<file path="config.mk">
export PLATFORM = sky130hd
export DESIGN_NAME = atu_timer_unit
export DESIGN_NICKNAME = d
export VERILOG_FILES = /design/src/rtl/atu_pkg.sv /design/src/rtl/atu_prescale.sv /design/src/rtl/atu_channel.sv /design/src/rtl/atu_timer_unit.sv
export SDC_FILE = /design/constraint.sdc
export NUM_CORES = 1
export LEC_CHECK = 0
export BUFFER_PORTS_ARGS = -buffer_cell sky130_fd_sc_hd__buf_4
export CAP_MARGIN = 20
export CORE_MARGIN = 4
export CORE_UTILIZATION = 45
export DETAILED_ROUTE_END_ITERATION = 7
export GPL_ROUTABILITY_DRIVEN = 0
export PLACE_DENSITY = 0.64
export SLEW_MARGIN = 20
export SYNTH_ARGS = -nofsm -noshare
export SYNTH_HDL_FRONTEND = slang
export SYNTH_SLANG_ARGS = --single-unit
</file>
<file path="constraint.sdc">
create_clock -name clk -period 2.95 [get_ports clk]
set_input_delay 0 -clock clk [delete_from_list [all_inputs] [get_ports clk]]
set_output_delay 0 -clock clk [all_outputs]
set_load 0.03 [all_outputs]
</file>
<file path="src/rtl/atu_pkg.sv">
package atu_pkg;
   // register class selected by the bus address
   typedef enum logic [2:0] {
      SEL_NONE,
      SEL_TEST,
      SEL_CTRL,
      SEL_TGT,
      SEL_CNT
   } atu_sel_e;

   localparam int unsigned ATU_BUS_W = 8;
endpackage

</file>
<file path="src/rtl/atu_prescale.sv">
module atu_prescale #(
   parameter int unsigned RATIO = 8
) (
   input  logic clk,
   input  logic rst_n,
   input  logic clr,
   input  logic base_tick,
   output logic slow_tick
);
   localparam int unsigned PW = (RATIO > 2) ? $clog2(RATIO) : 1;
   localparam logic [PW-1:0] LAST = PW'(RATIO - 1);

   generate
      if (RATIO < 2) begin : g_bad_ratio
         $error("atu_prescale: RATIO must be at least 2");
      end
   endgenerate

   logic [PW-1:0] phase_q;

   always_ff @(posedge clk or negedge rst_n) begin
      if (!rst_n)
         phase_q <= '0;
      else if (clr)
         phase_q <= '0;
      else if (base_tick)
         phase_q <= (phase_q == LAST) ? '0 : phase_q + 1'b1;
   end

   assign slow_tick = base_tick && (phase_q == LAST);
endmodule

</file>
<file path="src/rtl/atu_channel.sv">
module atu_channel #(
   parameter int unsigned TGT_W = 8,
   parameter int unsigned CNT_W = 4
) (
   input  logic             clk,
   input  logic             rst_n,
   input  logic             soft_clr,
   input  logic             tick,
   input  logic             enable,
   input  logic             start,
   input  logic [TGT_W-1:0] target,
   input  logic             rd_clr,
   output logic [CNT_W-1:0] count
);
   localparam logic [CNT_W-1:0] HARD_CNT = '1;
   localparam logic [TGT_W:0]   FULL_PER = {1'b1, {TGT_W{1'b0}}};

   logic [TGT_W-1:0] div_q;
   logic [TGT_W:0]   period;
   logic [TGT_W:0]   div_inc;
   logic             step;
   logic             wrap;

   assign period  = (target == '0) ? FULL_PER : {1'b0, target};
   assign div_inc = {1'b0, div_q} + 1'b1;
   assign step    = tick && enable;
   assign wrap    = step && (div_inc == period);

   always_ff @(posedge clk or negedge rst_n) begin
      if (!rst_n) begin
         div_q <= '0;
         count <= HARD_CNT;
      end else if (soft_clr || start) begin
         div_q <= '0;
         count <= '0;
      end else begin
         if (step)
            div_q <= wrap ? '0 : div_inc[TGT_W-1:0];
         count <= (rd_clr ? '0 : count) + CNT_W'(wrap);
      end
   end
endmodule

</file>
<file path="src/rtl/atu_timer_unit.sv">
module atu_timer_unit
   import atu_pkg::*;
#(
   parameter int unsigned N_TMR      = 3,
   parameter int unsigned TGT_W      = 8,
   parameter int unsigned CNT_W      = 4,
   parameter int unsigned SLOW_RATIO = 8,
   parameter int unsigned FAST_IDX   = 2,
   parameter logic [7:0]  CTRL_RST   = 8'hB0,
   parameter logic [7:0]  TEST_RST   = 8'h0A,
   parameter int unsigned ADDR_W     = $clog2(2 + 2 * N_TMR)
) (
   input  logic              clk,
   input  logic              rst_n,
   input  logic              soft_rst,
   input  logic              base_tick,
   input  logic              bus_wr,
   input  logic              bus_rd,
   input  logic [ADDR_W-1:0] bus_addr,
   input  logic [7:0]        bus_wdata,
   output logic [7:0]        bus_rdata,
   output logic              rom_enable
);
   localparam int unsigned A_TEST = 0;
   localparam int unsigned A_CTRL = 1;
   localparam int unsigned A_TGT0 = 2;
   localparam int unsigned A_CNT0 = A_TGT0 + N_TMR;
   localparam int unsigned IDX_W  = (N_TMR > 1) ? $clog2(N_TMR) : 1;

   generate
      if (N_TMR < 1 || N_TMR > 7) begin : g_bad_n
         $error("atu_timer_unit: N_TMR must be 1..7");
      end
      if (TGT_W < 1 || TGT_W > ATU_BUS_W || CNT_W < 1 || CNT_W > ATU_BUS_W) begin : g_bad_w
         $error("atu_timer_unit: widths must fit the byte bus");
      end
      if (FAST_IDX >= N_TMR) begin : g_bad_fast
         $error("atu_timer_unit: FAST_IDX out of range");
      end
      if ((2 + 2 * N_TMR) > (1 << ADDR_W)) begin : g_bad_addr
         $error("atu_timer_unit: ADDR_W too narrow for the register map");
      end
   endgenerate

   logic [7:0]                         ctrl_q;
   logic [7:0]                         test_q;
   logic [N_TMR-1:0][TGT_W-1:0]        tgt_q;
   logic [N_TMR-1:0][CNT_W-1:0]        cnt_q;
   logic [N_TMR-1:0]                   chan_tick;
   logic [N_TMR-1:0]                   start;
   logic [N_TMR-1:0]                   rd_clr;
   logic                               slow_tick;
   atu_sel_e                           sel;
   logic [IDX_W-1:0]                   idx;

   // address decode
   always_comb begin
      sel = SEL_NONE;
      idx = '0;
      if (int'(bus_addr) == A_TEST)
         sel = SEL_TEST;
      else if (int'(bus_addr) == A_CTRL)
         sel = SEL_CTRL;
      else if (int'(bus_addr) >= A_TGT0 && int'(bus_addr) < A_CNT0) begin
         sel = SEL_TGT;
         idx = IDX_W'(int'(bus_addr) - A_TGT0);
      end else if (int'(bus_addr) >= A_CNT0 && int'(bus_addr) < A_CNT0 + N_TMR) begin
         sel = SEL_CNT;
         idx = IDX_W'(int'(bus_addr) - A_CNT0);
      end
   end

   // writable registers
   always_ff @(posedge clk or negedge rst_n) begin
      if (!rst_n) begin
         ctrl_q <= CTRL_RST;
         test_q <= TEST_RST;
         tgt_q  <= '0;
      end else if (soft_rst) begin
         ctrl_q <= CTRL_RST;
         test_q <= TEST_RST;
      end else if (bus_wr) begin
         case (sel)
            SEL_TEST: test_q     <= bus_wdata;
            SEL_CTRL: ctrl_q     <= bus_wdata;
            SEL_TGT:  tgt_q[idx] <= bus_wdata[TGT_W-1:0];
            default: ;
         endcase
      end
   end

   atu_prescale #(.RATIO(SLOW_RATIO)) u_pre (
      .clk       (clk),
      .rst_n     (rst_n),
      .clr       (soft_rst),
      .base_tick (base_tick),
      .slow_tick (slow_tick)
   );

   generate
      for (genvar i = 0; i < N_TMR; i++) begin : g_chan
         if (i == FAST_IDX) begin : g_fast
            assign chan_tick[i] = base_tick;
         end else begin : g_slow
            assign chan_tick[i] = slow_tick;
         end

         assign start[i]  = bus_wr && !soft_rst && (sel == SEL_CTRL)
                            && bus_wdata[i] && !ctrl_q[i];
         assign rd_clr[i] = bus_rd && (sel == SEL_CNT) && (int'(idx) == i);

         atu_channel #(.TGT_W(TGT_W), .CNT_W(CNT_W)) u_chan (
            .clk      (clk),
            .rst_n    (rst_n),
            .soft_clr (soft_rst),
            .tick     (chan_tick[i]),
            .enable   (ctrl_q[i]),
            .start    (start[i]),
            .target   (tgt_q[i]),
            .rd_clr   (rd_clr[i]),
            .count    (cnt_q[i])
         );
      end
   endgenerate

   // only the output counters return data
   always_comb begin
      bus_rdata = '0;
      if (bus_rd && sel == SEL_CNT)
         bus_rdata = 8'(cnt_q[idx]);
   end

   assign rom_enable = ctrl_q[7];
endmodule

</file>
# Word-level counts from Yosys, hierarchy flattened
# Cells that the tools add are included.
[word_totals]
ff_bits = 71
out_inout_bits = 9
elab_cells = 115
[classes]
n_lt_le_gt_ge = 5
n_mux = 38
n_addsub = 9
reduce_logical = 41
eq_ne = 10
bitwise_logic = 1
[op_table]
columns = ["op", "n"]
rows = [
  ["2-to-1 mux 8 bit", 13],
  ["2-to-1 mux 4 bit", 8],
  ["adder 8 x 1 -> 9 bit, second input constant", 3],
  ["equality test 9 bit", 3],
  ["2-to-1 mux 9 bit", 3],
  ["bitwise mux 24 bit", 1],
  ["logical NOT 8 bit", 3],
  ["logical AND 1 bit", 21],
  ["2-to-1 mux 3 bit", 7],
  ["demux 8 bit (select 2 bit)", 1],
  ["adder 4 x 1 -> 4 bit", 3],
  ["nonzero test 2 bit", 6],
  ["binary-select mux 4 bit (select 2 bit)", 1],
  ["2-to-1 mux 2 bit", 4],
  ["equality test 3 x 2 -> 1 bit, second input constant", 2],
  ["equality test 3 bit, second input constant", 2],
  ["equality test 2 bit, second input constant", 2],
  ["logical NOT 1 bit", 4],
  ["adder 3 x 1 -> 3 bit, second input constant", 1],
  ["equality test 3 x 1 -> 1 bit, second input constant", 1],
  [">= comparator 3 x 2 -> 1 bit, second input constant", 1],
  [">= comparator 3 bit, second input constant", 1],
  ["logical NOT 3 bit", 1],
  ["logical OR 1 bit", 3],
  ["other kinds (9)", 9],
]

# Logic depth before layout (Yosys ltp)
# Gate-level depths: netlist (run 1).
[logic_depth]
ltp_word = 11
mapped_depth = 11

# By module
# Synthesis (run 1) repeated with hierarchy kept, for this count alone.
[unflattened]
hier_cells = 454
area_unflattened_um2 = 4396.7
[by_module_without_submodules]
columns = ["module", "area_each_um2", "cells_each", "n_inst"]
rows = [
  ["atu_channel", 935.9, 108, 3],
  ["atu_timer_unit", 1426.4, 116, 1],
  ["atu_prescale", 162.7, 14, 1],
]

# Least setup slack after synthesis (run 1)
# Ideal clock, no wire load.
[synth_path]
path_type = "input port to flip-flop"
from = "input port bus_addr[0]"
to = "register g_chan[1].u_chan.count[2]"
arrival_ns = 2.261
cell_stages = 11
setup_ns = 0.067
n_path_buf = 1
path_slack_ns = 0.622
path_cell_list = "clkbuf_1 inv_1 ha_1 or4b_1 o22ai_2 nor2b_1 nor2b_1 ha_1 ha_1 xor2_1 nor2_1"
[synth_between]
elab_chain_len = 11
word_cells_on_any_way = 28
classes_between = "add/sub (3); order compare (3); eq/ne (4); mux (10); reduce/logical (8)"
[synth_rtl]
columns = ["element", "line", "source"]
rows = [
  ["start, declared", "atu_timer_unit.sv:19", "input logic [ADDR_W-1:0] bus_addr,"],
  [">= comparator 3 bit (tied with other cells)", "atu_timer_unit.sv:67", "end else if (int'(bus_addr) >= A_CNT0 && int'(bus_addr) < A_CNT0 + N_TMR) begin"],
  ["2-to-1 mux 3 bit / logical AND 1 bit (equally long branches)", "atu_timer_unit.sv:67, atu_timer_unit.sv:64", ""],
  ["2-to-1 mux 3 bit", "atu_timer_unit.sv:64", "else if (int'(bus_addr) >= A_TGT0 && int'(bus_addr) < A_CNT0) begin"],
  ["2-to-1 mux 3 bit", "atu_timer_unit.sv:62", "else if (int'(bus_addr) == A_CTRL)"],
  ["2-to-1 mux 3 bit", "atu_timer_unit.sv:60", "if (int'(bus_addr) == A_TEST)"],
  ["equality test 3 bit / equality test 3 x 2 -> 1 bit (equally long branches)", "atu_timer_unit.sv:110, atu_timer_unit.sv:108", ""],
  ["logical AND 1 bit (on tied branches)", "atu_timer_unit.sv:110, atu_timer_unit.sv:108", ""],
  ["logical AND 1 bit (on tied branches)", "atu_timer_unit.sv:110, atu_timer_unit.sv:109", ""],
  ["2-to-1 mux 4 bit / logical AND 1 bit (equally long branches)", "atu_channel.sv:39, atu_timer_unit.sv:109", ""],
  ["adder 4 x 1 -> 4 bit / logical OR 1 bit (equally long branches)", "atu_channel.sv:39, atu_channel.sv:33", ""],
  ["2-to-1 mux 4 bit (*)", "atu_channel.sv:33", "end else if (soft_clr || start) begin"],
  ["end signal, assigned", "atu_channel.sv:39", "count <= (rd_clr ? '0 : count) + CNT_W'(wrap);"],
  ["end, declared", "atu_channel.sv:13", "output logic [CNT_W-1:0] count"],
]
# Mark *: on every way between the ends. The rest lies on a longest branch, timed or not.
# A chain may end at the register's enable or synchronous reset.

# Worst setup path in the final report (run 1)
[layout_path]
from = "register g_chan[1].u_chan.div_q[0]"
to = "register g_chan[1].u_chan.count[3]"
[layout_between]
elab_chain_len = 5
[layout_rtl]
columns = ["element", "line", "source"]
rows = [
  ["start, declared", "atu_channel.sv:18", "logic [TGT_W-1:0] div_q;"],
  ["start signal, assigned", "atu_channel.sv:38", "div_q <= wrap ? '0 : div_inc[TGT_W-1:0];"],
  ["adder 8 x 1 -> 9 bit", "atu_channel.sv:25", "assign div_inc = {1'b0, div_q} + 1'b1;"],
  ["equality test 9 bit", "atu_channel.sv:27", "assign wrap = step && (div_inc == period);"],
  ["logical AND 1 bit", "atu_channel.sv:27", ""],
  ["adder 4 x 1 -> 4 bit", "atu_channel.sv:39", ""],
  ["2-to-1 mux 4 bit", "atu_channel.sv:33", ""],
]
# Every way passes these cells.

==> metrics.md, run 1 <==
| Metric | Value |
|---|---|
| Setup_tns | `0 ps` |
| Initial antenna violation count | `0` |
| Residual DRC | `0` |
| Flop and latch count out of synthesis | `67` |
| # port buffers | `21` |
| Register area share after synthesis | `0.408` |
| Peak Freq | `0.379 GHz` |
| Lkg Pwr | `1.99 nW` |
| Core Rows | `34` |
| Reg2Reg Setup Slack | `310 ps` |
| Setup ws final | `309 ps` |
| Crit. End Element | `register` |
| Worst slack at placement | `350 ps` |
| Die H | `104 microns` |
| TritonRoute pass-1 iters | `4` |
| Measured slew at the worst slew-check pin | `896 ps` |
| FF-to-FF path depth | `9` |
| Antenna diodes | `0` |
| Num CTS Buffers | `9` |
| Final Cell Area | `4720 sq um` |
| Area Growth Syn to Fin | `13.7%` |
| Setup Buffers After CTS | `0` |
| Count of different cell masters after synthesis | `59` |
| Dpl hpwl | `6350 microns` |
| Worst flop-to-flop path startpoint | `g_chan[1].u_chan.div_q[0]` |
| Capturing point of the worst reg2reg path | `g_chan[1].u_chan.count[3]` |
| Crit path DAT | `2910 ps` |
| First-pass GRT wire length | `14900 microns` |
| Hold WC Path Type | `in2reg` |
| NumNets Final | `482` |
| P per Cell Area | `492 nW/um^2` |
| Post-synthesis average cell area | `9.88 sq um` |
| Max-cap violations | `0` |
| Vias per cell | `5.59` |
| Slowest cell on crit path | `a211oi_2` |
| Largest net degree at the start of global routing | `68` |
| Routed vias | `3152` |
| CP top delay family | `simple AND/OR/NAND/NOR gates` |
| Yosys warns | `0` |
| Worst-path clk slew | `70 ps` |
| Clock root buffer | `clkbuf_8` |
| ANT nets after route | `0` |
| Total wire length | `8620 microns` |
| Final setup viols | `0` |
| Number of flops mapped to enable cells by yosys | `0` |
| Drt initial violations | `156` |
| Fraction of layout cells with a size suffix above 1 | `0.204` |
| Initial Util | `0.469` |
| Vias in the first global route | `3028` |
| Final hold violations | `0` |
| Worst EP required | `3210 ps` |
| Clk_lat worst skew | `350 ps` |
| Worst-path cell chain | `ha_1 -> nand3_1 -> or3_1 -> a211oi_2 -> and2_1 -> ha_1 -> nand3_1 -> xor2_1 -> nor3_1` |
| Die width | `104 microns` |
| CTS tree | `yes` |
| Largest stage delay, worst path | `460 ps` |
| Startpoint types | `register` |
| Hold path endpoint | `g_chan[0].u_chan.count[3]` |
| Hold path depth | `4` |
| Max rail drop VDD | `0.000362 V` |
| CTS sink cnt | `67` |
| Core area | `8850 sq um` |
| I/O pin total | `26` |
| Util after Layout | `0.533` |
| Outcome | `finished clean` |
| Critical Path Fanout Max | `8` |
| Gr usage total | `0.167` |
| Worst hold margin | `157 ps` |
| H-tree levels | `3` |
| Final Critical Period | `2640 ps` |
| Cells after synthesis | `420` |
| Overflow after GRT | `0` |
| Max Root-Sink Buffers | `2` |
| Synth Flop Type | `dfrtp_1` |
| Wire length per cell | `15.3 microns` |
| CTS resizes | `0` |
| Hold Startpoint | `bus_rd` |
| Final clock skew | `9.30 ps` |
| Synthesized cell area | `4150 sq um` |
| Die area | `10800 sq um` |
| Headroom to the max-slew limit | `0.395` |
| Fin. max-slew vios | `0` |
| Period utilization | `0.895` |
| Layout fillers | `802` |
| Share of flip-flops with an asynchronous set or reset | `1.00` |
| Buffers & Inverters on Critical Path | `0` |
| Unrepaired setup endpoints after global routing | `false` |
| Worst Setup Path Type | `reg2reg` |
| DP Area | `4390 sq um` |
[where the power goes]
group / internal [W] / total (W) / switching, W
clock network: 0.000474 / 0.000819 / 0.000346
logic: 0.000209 / 0.000398 / 0.000189
registers: 0.00101 / 0.00111 / 0.0000946
[cells in the mapped netlist (all sizes together) (7+ instances only)]
cell type	instances	area share
clkbuf	9	0.0087
inv	11	0.010
dfstp	13	0.082
or3	9	0.014
xnor2	29	0.061
nor2b	12	0.018
a31oi	8	0.012
mux2	26	0.071
nand3	21	0.027
nor2	22	0.020
nand2	30	0.027
mux2i	9	0.022
xor2	13	0.027
buf	11	0.015
ha	14	0.042
dfrtp	54	0.33
nor4	7	0.014
a21oi	13	0.016
nor3	9	0.011
o21ai	19	0.023
and2	12	0.018
a21o	7	0.013
[cells in the final DEF, fill, tap and decap left out, types with 9 or more instances in the layout]
cell type / n
mux2_2: 26
nand3_1: 20
nand2_1: 30
dfstp_2: 13
buf_4: 25
and2_1: 12
nor3_1: 9
xor2_1: 13
xnor2_1: 29
a21oi_1: 13
dlygate4sd3_1: 12
nor2_1: 22
mux2i_1: 9
clkbuf_8: 9
nor2b_1: 12
o21ai_0: 17
or3_1: 9
inv_1: 11
ha_1: 14
dfrtp_1: 54
[repair_timing]
item                                    in CTS  in global routing
hold buffers                                12                  0
endpoints found under the setup margin       0                  0
endpoints found under the hold margin       85                  0
[area by class of cell]
cell class,instances,area [sq um],area share
Inverter,11,41.3,0.00875
Clock inverter,5,77.6,0.0164
Clock buffer,11,131,0.0279
Multi-Input combinational cell,325,2330,0.494
Tap cell,108,135,0.0286
Timing Repair Buffer,37,308,0.0653
Sequential cell,67,1690,0.359
[worst reg2reg max path, stage by stage (launching register included)]
cell	delay [ps]
dfrtp_1	430
ha_1	310
nand3_1	160
or3_1	390
a211oi_2	460
and2_1	260
ha_1	190
nand3_1	90
xor2_1	140
nor3_1	130
[layer usage]
metal	vias to the layer above	share of wire	track usage
li1	1562	-	-
met1	1521	0.49	0.233
met2	61	0.46	0.258
met3	8	0.037	0.0453
met4	0	0.010	0.0418
met5	-	0	0
[how the worst max path moves through the flow]
stage	to	from	depth (start not counted)	slack (ps)
final	g_chan[1].u_chan.count[3]	g_chan[1].u_chan.div_q[0]	9	310
after global routing	g_chan[1].u_chan.count[3]	u_pre.phase_q[0]	11	130
after CTS	g_chan[1].u_chan.count[3]	g_chan[1].u_chan.div_q[0]	10	320
after detailed placement	g_chan[1].u_chan.count[3]	g_chan[1].u_chan.div_q[0]	10	350
after global placement	g_chan[1].u_chan.count[3]	g_chan[1].u_chan.div_q[0]	9	350
after floorplan	g_chan[1].u_chan.count[2]	bus_addr[0]	11	620
[flip-flops by register name (all words and copies together) (netlist names)]
name                 cells
g_chan.u_chan.div_q     24
u_pre.phase_q            3
tgt_q                   24
ctrl_q                   4
g_chan.u_chan.count     12
[logic make-up after synthesis]
logic type                 count (synthesis)  share of synthesized area
adders and majority gates                 14                     0.0422
other                                      1                   0.000904
and+or+nand+nor                          153                      0.201
muxes                                     35                     0.0923
AOI/OAI and AO/OA                         77                      0.132
DFF                                       67                      0.408
xor gates and xnor gates                  42                     0.0887
buffers and inverters                     31                     0.0341
[metrics by stage]
stage          instances  total power [W]
5_1_grt              564          0.00244
3_5_place_dp         536          0.00151
3_3_place_gp         536          0.00150
2_1_floorplan        423          0.00140
6_report             564          0.00232
4_1_cts              564          0.00234
Note: power is estimated with default switching activity, not from simulation.
==> run 2, diff against run 1 <==
MAX_ROUTING_LAYER = met4   (was not set)
==> run 2 against run 1 <==
Net effect:
- critical path depth stayed put
- clock power hardly changed
- cell area stayed put
- highest routed layer unchanged
- hold slack better by 4.1 ps
- setup slack better by 9.3 ps
- register-to-register slack hardly changed
- sequential share of layout area stayed put
- clock skew hardly changed
==> metrics.md, run 2 (same netlist as run 1, synthesis figures left out) <==
| Metric | Value |
|---|---|
| Wire length per cell | `15.2 microns (was 15.3 microns)` |
| Core Rows | `34 (unchanged)` |
| Unrepaired setup endpoints after global routing | `false (unchanged)` |
| Crit path depth | `9 (unchanged)` |
| Gr usage total | `0.171 (was 0.167)` |
| Outcome | `finished clean (unchanged)` |
| Worst-path clk slew | `70 ps (about the same)` |
| ANT nets after route | `0 (unchanged)` |
| Drt initial violations | `164 (was 156)` |
| I/O pin total | `26 (unchanged)` |
| Core area | `8850 sq um (unchanged)` |
| P_int | `0.00169 W (about the same)` |
| Vias in the first global route | `3032 (was 3028)` |
| Logic pwr share | `0.171 (about the same)` |
| Clock power share | `0.352 (was 0.353)` |
| Startpoint types | `register (unchanged)` |
| Largest regs | `g_chan.u_chan.div_q (24), tgt_q (24), g_chan.u_chan.count (12) (unchanged)` |
| Residual DRC | `0 (unchanged)` |
| TritonRoute pass-1 iters | `4 (unchanged)` |
| Antenna diodes | `0 (unchanged)` |
| Max Root-Sink Buffers | `2 (unchanged)` |
| Largest stage delay, worst path | `460 ps (about the same)` |
| Total wire length | `8580 microns (was 8620 microns)` |
| Worst EP required | `3210 ps (about the same)` |
| Worst flop-to-flop path startpoint | `g_chan[1].u_chan.div_q[0] (unchanged)` |
| CTS resizes | `0 (unchanged)` |
| Final hold violations | `0 (unchanged)` |
| Initial antenna violation count | `0 (unchanged)` |
| Setup crit start | `g_chan[1].u_chan.div_q[0] (unchanged)` |
| Cts hold-fix bufs | `12 (unchanged)` |
| CP top delay family | `simple AND/OR/NAND/NOR gates (unchanged)` |
| Setup Buffers After CTS | `0 (unchanged)` |
| Overall power | `0.00232 W (about the same)` |
| Die width | `104 microns (unchanged)` |
| Clk_lat worst skew | `340 ps (was 350 ps)` |
| Max-cap violations | `0 (unchanged)` |
| CTS sink cnt | `67 (unchanged)` |
| NumNets Final | `482 (unchanged)` |
| P per Cell Area | `492 nW/um^2 (about the same)` |
| # port buffers | `21 (unchanged)` |
| Vias per cell | `5.59 (about the same)` |
| Capturing point of the worst reg2reg path | `g_chan[1].u_chan.count[3] (unchanged)` |
| Overflow after GRT | `0 (unchanged)` |
| H-tree levels | `3 (unchanged)` |
| Hold WC Path Type | `in2reg (unchanged)` |
| Die H | `104 microns (unchanged)` |
| Crit. End Element | `register (unchanged)` |
| Final setup viols | `0 (unchanged)` |
| Die area | `10800 sq um (unchanged)` |
| FF-to-FF path depth | `9 (unchanged)` |
| Most frequent cells in the layout | `54 x dfrtp_1, 30 x nand2_1, 29 x xnor2_1, 26 x mux2_2, 25 x buf_4 (unchanged)` |
| Measured slew at the worst slew-check pin | `907 ps (was 896 ps)` |
| Clock root buffer | `clkbuf_8 (unchanged)` |
| Final Critical Period | `2630 ps (was 2640 ps)` |
| Buffers & Inverters on Critical Path | `0 (unchanged)` |
| Setup_tns | `0 ps (unchanged)` |
| Psw | `0.000626 W (was 0.000630 W)` |
| Routed vias | `3154 (was 3152)` |
| CTS tree | `yes (unchanged)` |
| Period utilization | `0.892 (was 0.895)` |
| Fraction of layout cells with a size suffix above 1 | `0.204 (unchanged)` |
| Fin. max-slew vios | `0 (unchanged)` |
| Final clock skew | `9.18 ps (was 9.30 ps)` |
| First-pass GRT wire length | `14800 microns (was 14900 microns)` |
| Num CTS Buffers | `9 (unchanged)` |
| Largest net degree at the start of global routing | `68 (unchanged)` |
| Crit path DAT | `2890 ps (was 2910 ps)` |
| Critical Path Fanout Max | `8 (unchanged)` |
| Net Sw Frac | `0.270 (was 0.271)` |
| Max rail drop VDD | `0.000361 V (was 0.000362 V)` |
| Initial Util | `0.469 (unchanged)` |
| Worst Setup Path Type | `reg2reg (unchanged)` |
| Headroom to the max-slew limit | `0.387 (was 0.395)` |
| Area Growth Syn to Fin | `13.7% (unchanged)` |
| Lkg Pwr | `1.99 nW (unchanged)` |
| Slowest cell on crit path | `a211oi_2 (unchanged)` |
| Peak Freq | `0.380 GHz (was 0.379 GHz)` |
| Dpl hpwl | `6350 microns (unchanged)` |
| Worst-path cell chain | `ha_1 -> nand3_1 -> or3_1 -> a211oi_2 -> and2_1 -> ha_1 -> nand3_1 -> xor2_1 -> nor3_1 (unchanged)` |
| Most common cell after layout, fill and taps aside | `dfrtp_1 (unchanged)` |
| Reg2Reg Setup Slack | `320 ps (was 310 ps)` |
| Flop pwr share | `0.477 (was 0.476)` |
| Crit path to | `g_chan[1].u_chan.count[3] (unchanged)` |
[run 2: cell counts in the layout (fill, tap and decap cells not counted)]
Identical to the previous run, type by type.
[run 2: worst register-to-register path, stage by stage (launching register included)]
cell	delay (ps)
dfrtp_1	430
ha_1	310
nand3_1	160
or3_1	390
a211oi_2	460
and2_1	250
ha_1	190
nand3_1	90
xor2_1	140
nor3_1	130
[run 2: cell type report]
type | instances | area, sq um
multi-input combinational | 325 | 2330
inverter | 11 | 41.3
clock buffer | 11 | 131
timing repair buffer | 37 | 308
sequential | 67 | 1690
clock inverter | 5 | 77.6
tap | 108 | 135
fill | 802 | 4130
[run 2: worst min-delay path by stage]
stage | from | to | cells after the start
floorplan | rst_n | ctrl_q[0] | 0
global placement | rst_n | g_chan[0].u_chan.div_q[6] | 1
detailed placement | rst_n | g_chan[0].u_chan.div_q[3] | 1
CTS | bus_rd | g_chan[2].u_chan.count[3] | 5
global route | bus_rd | g_chan[0].u_chan.count[3] | 4
finish | bus_rd | g_chan[0].u_chan.count[3] | 4
[run 2: stage by stage]
step	util	setup WS (ps)	hold slack [ps]	cells	cell area (sq um)
floorplan	-	622	-296	423	4160
global route	0.533	128	192	564	4720
global placement	0.496	350	157	536	4390
CTS	0.533	325	151	564	4720
detailed placement	0.496	350	162	536	4390
finish	0.533	318	161	564	4720
[run 2: metal layers]
layer | GRT usage | wire length [microns] | vias up
li1 | - | - | 1562
met1 | 0.233 | 4230 | 1524
met2 | 0.258 | 3940 | 60
met3 | 0.0416 | 314 | 8
met4 | 0.0418 | 88 | 0
met5 | - | 0 | -
[run 2: power groups by stage]
| stage | Sequential, W | Clock, W | Combinational [W] |
|---|---|---|---|
| after floorplan | 0.00109 | 0 | 0.000302 |
| after detailed placement | 0.00112 | 0 | 0.000384 |
| after global placement | 0.00112 | 0 | 0.000376 |
| after CTS | 0.00111 | 0.000837 | 0.000401 |
| after global routing | 0.00112 | 0.000874 | 0.000440 |
| final | 0.00111 | 0.000816 | 0.000398 |
